--- src/rtl/evtcnt_pkg.sv ---
// Shared types for the split-read event counter.
// Assumes a single-bit word select on the read port.
package evtcnt_pkg;

    // Word select encoding of the read address
    typedef enum logic {
        WSEL_LO = 1'b0,
        WSEL_HI = 1'b1
    } wsel_e;

endpackage

--- src/rtl/evtcnt_acc.sv ---
// Saturating live event accumulator with clear-and-load.
// A clear loads 1 when an event coincides with it, else 0.
// Assumes inc_i is at most one event per cycle.
module evtcnt_acc #(
    parameter int CNT_W = 36
) (
    input  logic             clk,
    input  logic             rst_n,
    input  logic             inc_i,
    input  logic             clr_i,
    output logic [CNT_W-1:0] cnt_o
);
    localparam logic [CNT_W-1:0] CNT_MAX = {CNT_W{1'b1}};
    localparam logic [CNT_W-1:0] CNT_ONE = {{(CNT_W-1){1'b0}}, 1'b1};

    logic [CNT_W-1:0] cnt_q;

    // Count events, restart on clear, stop at all ones
    always_ff @(posedge clk) begin
        if (!rst_n) begin
            cnt_q <= '0;
        end else if (clr_i) begin
            cnt_q <= inc_i ? CNT_ONE : '0;
        end else if (inc_i && (cnt_q != CNT_MAX)) begin
            cnt_q <= cnt_q + CNT_ONE;
        end
    end

    assign cnt_o = cnt_q;
endmodule

--- src/rtl/evtcnt_snap.sv ---
// Snapshot of the count bits above the bus width.
// Loaded on a low-word read; held otherwise.
module evtcnt_snap #(
    parameter int HI_W = 4
) (
    input  logic            clk,
    input  logic            rst_n,
    input  logic            cap_i,
    input  logic [HI_W-1:0] d_i,
    output logic [HI_W-1:0] q_o
);
    logic [HI_W-1:0] q_q;

    // Capture upper count bits when a low-word read occurs
    always_ff @(posedge clk) begin
        if (!rst_n) begin
            q_q <= '0;
        end else if (cap_i) begin
            q_q <= d_i;
        end
    end

    assign q_o = q_q;
endmodule

--- src/rtl/evtcnt_rdport.sv ---
// Registered read data path: low word from the live count,
// high word from the snapshot, zero-filled. Zero when no read.
// Assumes 0 < HI_W <= BUS_W.
module evtcnt_rdport #(
    parameter int BUS_W = 32,
    parameter int HI_W  = 4
) (
    input  logic             clk,
    input  logic             rst_n,
    input  logic             stb_i,
    input  logic             sel_hi_i,
    input  logic [BUS_W-1:0] live_lo_i,
    input  logic [HI_W-1:0]  snap_hi_i,
    output logic [BUS_W-1:0] data_o
);
    logic [BUS_W-1:0] hi_word;
    logic [BUS_W-1:0] data_q;

    // Zero-extend the snapshot to the bus width when it is narrower
    generate
        if (HI_W < BUS_W) begin : g_pad
            assign hi_word = {{(BUS_W-HI_W){1'b0}}, snap_hi_i};
        end else begin : g_full
            assign hi_word = snap_hi_i;
        end
    endgenerate

    // Register the selected word for one cycle after a strobe
    always_ff @(posedge clk) begin
        if (!rst_n) begin
            data_q <= '0;
        end else if (stb_i) begin
            data_q <= sel_hi_i ? hi_word : live_lo_i;
        end else begin
            data_q <= '0;
        end
    end

    assign data_o = data_q;
endmodule

--- src/rtl/evtcnt_split_rd.sv ---
// Top: event counter read as two words, low first then high.
// Low-word read returns live low bits, snapshots upper bits and
// restarts the count in the same cycle.
// Assumes BUS_W < CNT_W <= 2*BUS_W.
module evtcnt_split_rd #(
    parameter int CNT_W = 36,
    parameter int BUS_W = 32
) (
    input  logic             clk,
    input  logic             rst_n,
    input  logic             evt_i,
    input  logic             rd_stb_i,
    input  logic             rd_addr_i,
    output logic [BUS_W-1:0] rd_data_o
);
    import evtcnt_pkg::*;

    localparam int HI_W = CNT_W - BUS_W;

    wsel_e            wsel;
    logic             rd_lo;
    logic             rd_hi;
    logic [CNT_W-1:0] cnt_q;
    logic [HI_W-1:0]  snap_q;

    // Decode the read strobe into low-word and high-word reads
    always_comb begin
        wsel  = wsel_e'(rd_addr_i);
        rd_lo = rd_stb_i && (wsel == WSEL_LO);
        rd_hi = rd_stb_i && (wsel == WSEL_HI);
    end

    evtcnt_acc #(
        .CNT_W (CNT_W)
    ) u_acc (
        .clk   (clk),
        .rst_n (rst_n),
        .inc_i (evt_i),
        .clr_i (rd_lo),
        .cnt_o (cnt_q)
    );

    evtcnt_snap #(
        .HI_W (HI_W)
    ) u_snap (
        .clk   (clk),
        .rst_n (rst_n),
        .cap_i (rd_lo),
        .d_i   (cnt_q[CNT_W-1:BUS_W]),
        .q_o   (snap_q)
    );

    evtcnt_rdport #(
        .BUS_W (BUS_W),
        .HI_W  (HI_W)
    ) u_rd (
        .clk       (clk),
        .rst_n     (rst_n),
        .stb_i     (rd_stb_i),
        .sel_hi_i  (rd_hi),
        .live_lo_i (cnt_q[BUS_W-1:0]),
        .snap_hi_i (snap_q),
        .data_o    (rd_data_o)
    );
endmodule

--- config.mk ---
export PLATFORM = sky130hd
export DESIGN_NAME = evtcnt_split_rd
export DESIGN_NICKNAME = d
export VERILOG_FILES = /design/src/rtl/evtcnt_pkg.sv /design/src/rtl/evtcnt_acc.sv /design/src/rtl/evtcnt_snap.sv /design/src/rtl/evtcnt_rdport.sv /design/src/rtl/evtcnt_split_rd.sv
export SDC_FILE = /design/constraint.sdc
export NUM_CORES = 1
export LEC_CHECK = 0
export ABC_AREA = 1
export BUFFER_PORTS_ARGS = -buffer_cell sky130_fd_sc_hd__buf_2
export CORE_UTILIZATION = 30
export DETAILED_ROUTE_END_ITERATION = 7
export PLACE_DENSITY = 0.44
export SLEW_MARGIN = 20
export SYNTH_ARGS = -nofsm -noshare
export SYNTH_HDL_FRONTEND = slang
export SYNTH_HIERARCHICAL = 1
export SYNTH_SLANG_ARGS = --single-unit
--- constraint.sdc ---
create_clock -name clk -period 2.22 [get_ports clk]
set_input_delay 0.111 -clock clk [delete_from_list [all_inputs] [get_ports clk]]
set_output_delay 0.111 -clock clk [all_outputs]
set_load 0.01 [all_outputs]
==> results.sh, run 1 <==
export IMPL_outcome="finished with violations"
export IMPL_violations="DRC"
export IMPL_core_um2=11500
export IMPL_maxSlewViolCount=0
export IMPL_ir_worst_vdd_mv=0.382
export IMPL_fp_dieH_um=111
export IMPL_wl_met3_um=325
export IMPL_regArea_um2=1440
export IMPL_num_antenna_cells=0
export IMPL_drt_met1_wl_um=4490
export IMPL_syn_to_final_growth_pct=19.6
export IMPL_path_buf_inv=1
export IMPL_cp_cell_sequence="ha_1 > nand2_1 > nor2_4 > nand2_4 > nor2_8 > nand3_4 > nand2_8 > nand2_2 > buf_4 > a21oi_1 > nor2_1"
export IMPL_cp_slowest_cell="dfxtp_1"
export IMPL_worstSkewPairLatency_ns=0.33
export IMPL_avgSynthCellArea_um2=6.65
export IMPL_synth_area_top_cells="dfxtp_1 (40%), nand2_1 (15%), nor2_1 (13%)"
export IMPL_rrSetupSlack_ns=0.18
export IMPL_endpoint="u_acc/cnt_o[18]$_SDFFE_PN0P_"
export IMPL_muxShareOfSynthArea_pct=0
export IMPL_syn_nets=543
export IMPL_clk_pin_slew_worst_paths_ns=0.05
export IMPL_fin_crit_ns=2.04
export IMPL_die_x_um=111
export IMPL_synth_seq_cells=72
export IMPL_remaining_drc_errors=4
export IMPL_critPathMaxStageDelay_ns=0.40
export IMPL_place_ws_ns=0.168
export IMPL_cts_htree_levels=3
export IMPL_synth_simple_area_share_pct=39.7
export IMPL_ios=37
export IMPL_antenna_found_initial=0
export IMPL_yosysTopAreaCell="dfxtp_1"
export IMPL_grt_pass1_wl_um=15000
export IMPL_syn_inst=537
export IMPL_die_area_um2=12300
export IMPL_critPathLaunch="u_acc/cnt_o[1]$_SDFFE_PN0P_"
export IMPL_gr_total_overflow=0
export IMPL_vias=3265
export IMPL_r2r_start="u_acc/cnt_o[1]$_SDFFE_PN0P_"
export IMPL_cp_top_family="simple AND/OR/NAND/NOR gates"
export IMPL_slew_headroom_pct=73.2
export IMPL_top_layer="met4"
export IMPL_postRouteAntennaNets=0
export IMPL_r2r_cells=11
export IMPL_setup_violations=0
export IMPL_r2r_end="u_acc/cnt_o[18]$_SDFFE_PN0P_"
export IMPL_wirelength_um=9070
export IMPL_tritoncts="done"
export IMPL_drt_iter0_drc=140
export IMPL_tns_ns=0
export IMPL_yosysSeqAreaShare_pct=40.4
export IMPL_fillCellCount=1263
export IMPL_clkSinkCount=72
export IMPL_power_density_nw_per_um2=719
export IMPL_clockBufferDepth=2
export IMPL_synth_compound_area_share_pct=6.58
export IMPL_layout_commonest_cell="nand2_1"
export IMPL_rsz0062_at_grt="false"
export IMPL_root_buffer="clkbuf_16"
export IMPL_hp_class="in2reg"
export IMPL_vias_per_cell=4.44
export IMPL_worstSetupPathType="reg2reg"
export IMPL_power_leakage_nw=1.66
export IMPL_setup_slack_ns=0.178
export IMPL_cts_setup_buffers=0
export IMPL_wire_per_inst_um=12.3
export IMPL_worstMarginPinSlew_ns=0.402
export IMPL_synthAdderAreaFrac_pct=0.350
export IMPL_track_usage_pct=15.6
export IMPL_critPathLaunchType="flip-flop"
export IMPL_multiInputGateArea_um2=1720
export IMPL_layout_drive_gt1_share_pct=17.2
export IMPL_grt_pass1_vias=3011
export IMPL_nNetsFinal=594
export IMPL_hold_violations=0
export IMPL_io_buffers=36
export IMPL_yosysWarnings=6
export IMPL_hold_ws_ns=0.0788
export IMPL_synth_top_area_share_pct=40.4
export IMPL_grt_max_degree=29
export IMPL_fmax_mhz=490
export IMPL_start_util_pct=31.0
export IMPL_crit_fanout=15
export IMPL_routed_wl_met2_um=4100
export IMPL_synth_top_family_by_area="simple AND/OR/NAND/NOR gates"
export IMPL_firstDrtPassIters=8
export IMPL_dpl_hpwl_um=6720
export IMPL_netlist_area_um2=3570
export IMPL_gp_congestion=0.843
export IMPL_critPathCaptureType="flip-flop"
export IMPL_layout_common_cells="nand2_1 (139), nor2_1 (119), dfxtp_1 (72)"
export IMPL_skew_ns=0.00423
export IMPL_max_cap_viol_count=0
export IMPL_rows=39
export IMPL_cp_data_arrival_time_ns=2.26
export IMPL_synth_xor_area_share_pct=1.23
export IMPL_cts_buffers=9
export IMPL_synth_distinct_cells=29
export IMPL_fin_crit_sh_pct=92.0
export IMPL_cp_depth=11
export IMPL_cp_required_ns=2.44
## cell usage after synthesis
master    count
a21oi_1      28
buf_12        2
buf_4         3
buf_6         5
clkbuf_1      3
clkinv_1      2
clkinv_4      1
dfxtp_1      72
ha_1          1
inv_1        70
inv_2         1
inv_6         1
nand2_1     139
nand2_2       1
nand2_4       2
nand2_8       1
nand3_1      26
nand3_4       1
nand3b_1      3
nand4_1       2
nor2_1      119
nor2_2       21
nor2_4        4
nor2_8        1
nor3_1        3
o21ai_0       5
o21ai_1      14
or2_2         1
xor2_1        5
## report_power, final
part | switching (mW) | internal (mW)
combinational | 0.104 | 0.0481
clock | 0.526 | 1.08
sequential | 0.0104 | 1.31
## cell families (layout without fill, tap and decap cells)
group,after synthesis,in the layout
xor gates and xnor gates,5,5
adders and majority gates,1,1
DFF,72,72
and+or+nand+nor,324,324
buffers and inverters,88,144
AOI/OAI and AO/OA,47,47
## repair_timing
item                                    in CTS  in global routing
hold buffers                                 0                  0
endpoints found under the setup margin       0                 11
gates resized for setup                      0                  1
## stage by stage
| stage | cell area, um2 | util [%] | power (mW) | cells |
|---|---|---|---|---|
| after CTS | 4260 | 37.0 | 3.12 | 736 |
| after floorplan | 3570 | - | 1.46 | 537 |
| after global routing | 4270 | 37.1 | 3.20 | 736 |
| final | 4270 | 37.1 | 3.07 | 736 |
| after detailed placement | 3930 | 34.1 | 1.50 | 720 |
| after global placement | 3930 | 34.1 | 1.50 | 720 |
## flip-flops by register name, indices dropped and copies added, names as in the netlist
name         flops
u_rd/data_o     32
u_acc/cnt_o     36
u_snap/q_o       4
## layer usage
layer	vias to the layer above	track usage, %
met5	-	0
met4	0	5.95
met3	10	3.77
met2	50	25.2
met1	1466	20.1
li1	1739	-
## worst reg2reg max path, cell delays in order (launching register included)
cell and delay, ns:
dfxtp_1 0.40, ha_1 0.22, nand2_1 0.11, nor2_4 0.18, nand2_4 0.10, nor2_8 0.19
nand3_4 0.12, nand2_8 0.15, nand2_2 0.08, buf_4 0.19, a21oi_1 0.14, nor2_1 0.06
## worst min-delay path by stage
stage                from                    endpoint  slack (ns)  depth (start not counted)
detailed placement  rst_n  u_snap/q_o[0]$_SDFFE_PN0P_        0.43                          3
floorplan           rst_n  u_snap/q_o[0]$_SDFFE_PN0P_        0.23                          2
global placement    rst_n  u_snap/q_o[2]$_SDFFE_PN0P_        0.43                          3
finish              rst_n  u_snap/q_o[0]$_SDFFE_PN0P_        0.08                          3
global route        rst_n  u_snap/q_o[0]$_SDFFE_PN0P_        0.09                          3
CTS                 rst_n  u_snap/q_o[0]$_SDFFE_PN0P_        0.08                          3
## area by class of cell
class | instances | share of cell area, %
clock buffer | 14 | 6.41
multi-input combinational | 377 | 40.2
tap | 143 | 4.19
sequential | 72 | 33.7
inverter | 75 | 6.82
clock inverter | 2 | 1.41
timing repair buffer | 53 | 7.21
Power figures use the tool's default switching activity.
==> run 2, diff against run 1 <==
--- a/config.mk
+++ b/config.mk
@@ -5,13 +5,11 @@
 export SDC_FILE = /design/constraint.sdc
 export NUM_CORES = 1
 export LEC_CHECK = 0
-export ABC_AREA = 1
 export BUFFER_PORTS_ARGS = -buffer_cell sky130_fd_sc_hd__buf_2
-export CORE_UTILIZATION = 30
+export CORE_UTILIZATION = 50
 export DETAILED_ROUTE_END_ITERATION = 7
-export PLACE_DENSITY = 0.44
+export PLACE_DENSITY = 0.68
 export SLEW_MARGIN = 20
 export SYNTH_ARGS = -nofsm -noshare
 export SYNTH_HDL_FRONTEND = slang
-export SYNTH_HIERARCHICAL = 1
 export SYNTH_SLANG_ARGS = --single-unit
==> results.sh, run 2 <==
export IMPL_outcome="complete, no violations"
export IMPL_grt_pass1_wl_um=12000
export IMPL_die_x_um=78.4
export IMPL_syn_nets=329
export IMPL_place_area_um2=3460
export IMPL_critPathLaunchType="flip-flop"
export IMPL_power_leakage_nw=1.58
export IMPL_finish_instance_area_um2=3800
export IMPL_start_util_pct=52.4
export IMPL_fmax_mhz=466
export IMPL_track_usage_pct=25.2
export IMPL_rows=27
export IMPL_max_cap_viol_count=0
export IMPL_hp_class="in2reg"
export IMPL_wirelength_um=7370
export IMPL_slew_headroom_pct=60.3
export IMPL_postRouteAntennaNets=0
export IMPL_layout_commonest_cell="dfxtp_1"
export IMPL_fp_dieH_um=78.4
export IMPL_cp_data_arrival_time_ns=2.42
export IMPL_clockBufferDepth=2
export IMPL_skew_ns=0.0101
export IMPL_place_inst=458
export IMPL_root_buffer="clkbuf_8"
export IMPL_vias=2744
export IMPL_place_ws_ns=-0.00985
export IMPL_maxSlewViolCount=0
export IMPL_hold_violations=0
export IMPL_layout_common_cells="dfxtp_1 (68), buf_4 (48), buf_2 (37)"
export IMPL_yosysSeqAreaShare_pct=49.3
export IMPL_crit_fanout=5
export IMPL_dpl_hpwl_um=5010
export IMPL_power_density_nw_per_um2=702
export IMPL_fin_crit_ns=2.14
export IMPL_setup_slack_ns=0.0752
export IMPL_nNetsFinal=409
export IMPL_fin_total_pwr_mw=2.67
export IMPL_num_antenna_cells=0
export IMPL_gp_congestion=0.889
export IMPL_layout_cells_non_filler=479
export IMPL_syn_to_final_growth_pct=30.0
export IMPL_worstSetupPathType="reg2reg"
export IMPL_regArea_um2=1450
export IMPL_core_um2=5570
export IMPL_fillCellCount=449
export IMPL_worstMarginPinSlew_ns=0.595
export IMPL_critPathCaptureType="flip-flop"
export IMPL_worstSkewPairLatency_ns=0.34
export IMPL_synth_edff_count=0
export IMPL_ios=37
export IMPL_clkSinkCount=72
export IMPL_synth_seq_cells=72
export IMPL_cp_required_ns=2.49
export IMPL_cts_hold_buffers=0
export IMPL_largest_reg_flops=36
export IMPL_yosysTopAreaCell="dfxtp_1"
export IMPL_vias_per_cell=5.73
export IMPL_fin_crit_sh_pct=96.6
export IMPL_grt_pass1_vias=2554
export IMPL_die_area_um2=6150
export IMPL_syn_inst=323
export IMPL_clk_pin_slew_worst_paths_ns=0.07
export IMPL_netlist_top_cells_count="dfxtp_1 (72), and3_1 (31), nand2_1 (29), a21oi_1 (26), or3_1 (18)"
export IMPL_antenna_found_initial=0
export IMPL_layout_drive_gt1_share_pct=29.0
export IMPL_synthFlopType="dfxtp_1"
export IMPL_setup_violations=0
export IMPL_cts_htree_levels=3
export IMPL_synth_most_common_cell="dfxtp_1"
export IMPL_wire_per_inst_um=15.4
export IMPL_drt_iter0_drc=166
export IMPL_multiInputGateArea_um2=1450
export IMPL_async_reset_ff_share_pct=0
export IMPL_yosysWarnings=0
export IMPL_gr_total_overflow=0
export IMPL_synth_top_area_share_pct=49.3
export IMPL_synth_distinct_cells=40
export IMPL_synth_area_top_cells="dfxtp_1 (49%), and3_1 (6.6%), a21oi_1 (4.5%)"
export IMPL_netlist_area_um2=2920
export IMPL_remaining_drc_errors=0
export IMPL_firstDrtPassIters=4
export IMPL_grt_max_degree=34
export IMPL_cts_buffers=9
export IMPL_tritoncts="done"
export IMPL_ir_worst_vdd_mv=0.478
export IMPL_avgSynthCellArea_um2=9.05
export IMPL_io_buffers=36
run 2: changes by cell type after synthesis, moves of 11 or more:
| cell | change |
|---|---|
| nand2_1 | -110 |
| nor2_1 | -103 |
| inv_1 | -69 |
| and3_1 | +31 |
| nor2_2 | -21 |
| or3_1 | +18 |
| o21ai_1 | -14 |
| or4_1 | +13 |
| o31ai_1 | +12 |
| clkbuf_1 | +11 |
| nand3_1 | -11 |
run 2: timing repair:
item,CTS,global route
gates cloned,0,1
hold endpoints to repair,0,0
gates resized for setup,1,14
endpoints found under the setup margin,2,29
pin swaps,0,6
buffers inserted,0,5
run 2: cells by family after synthesis:
group / share of synthesized area [%]
compound gates: 14.9
xor+xnor: 1.20
fa+ha+maj: 0.428
buf+inv: 2.83
flops: 49.3
mux: 1.71
simple gates: 29.6
run 2: worst max-delay path: stages (launching register included):
cell and delay [ns]:
dfxtp_4 0.38, ha_4 0.13, nand4_1 0.14, or3_4 0.45, o41ai_4 0.40, buf_4 0.19, buf_2 0.16, o21ai_0 0.10
a21oi_1 0.13
run 2: final cells by class:
cell class / instances / area share (%)
repair buffers: 87 / 15.0
clock buffers: 10 / 3.62
inverters: 1 / 0.0988
clock inverters: 5 / 2.77
flip-flops and latches: 72 / 38.1
well taps: 72 / 2.37
multi-input cells: 232 / 38.0
run 2: where the power goes:
| part | internal [mW] | leakage, nW | switching [mW] |
|---|---|---|---|
| combinational | 0.0379 | 0.887 | 0.0640 |
| sequential | 1.29 | 0.582 | 0.00501 |
| clock | 0.771 | 0.115 | 0.493 |
| total | 2.10 | 1.58 | 0.562 |
run 2: per-layer routing:
metal  track usage [%]  wire, um  up-vias
li1                  -         -     1359
met1              30.9      3300     1311
met2              42.8      3620       67
met3              6.98       355        7
met4              7.59       102        0
met5                 0         0        -
run 2: per-stage QoR:
stage / hold slack [ns] / TNS, ns / utilization, %
after floorplan: 0.237 / 0 / -
after global placement: 0.434 / 0 / 62.1
after detailed placement: 0.428 / -0.00985 / 62.1
after CTS: 0.0696 / -0.000430 / 66.5
after global routing: 0.0677 / -0.113 / 68.1
final: 0.0826 / 0 / 68.1
run 2: final timing paths:
| path | cells past startpoint | slack, ns | endpoint | startpoint |
|---|---|---|---|---|
| worst max-delay path | 8 | 0.08 | u_acc.cnt_o[17]$_SDFFE_PN0P_ | u_acc.cnt_o[0]$_SDFFE_PN0P_ |
| worst min register to register | 2 | 0.47 | u_snap.q_o[2]$_SDFFE_PN0P_ | u_snap.q_o[2]$_SDFFE_PN0P_ |
| worst max register to register | 8 | 0.08 | u_acc.cnt_o[17]$_SDFFE_PN0P_ | u_acc.cnt_o[0]$_SDFFE_PN0P_ |
| worst min-delay path | 2 | 0.08 | u_snap.q_o[3]$_SDFFE_PN0P_ | rst_n |
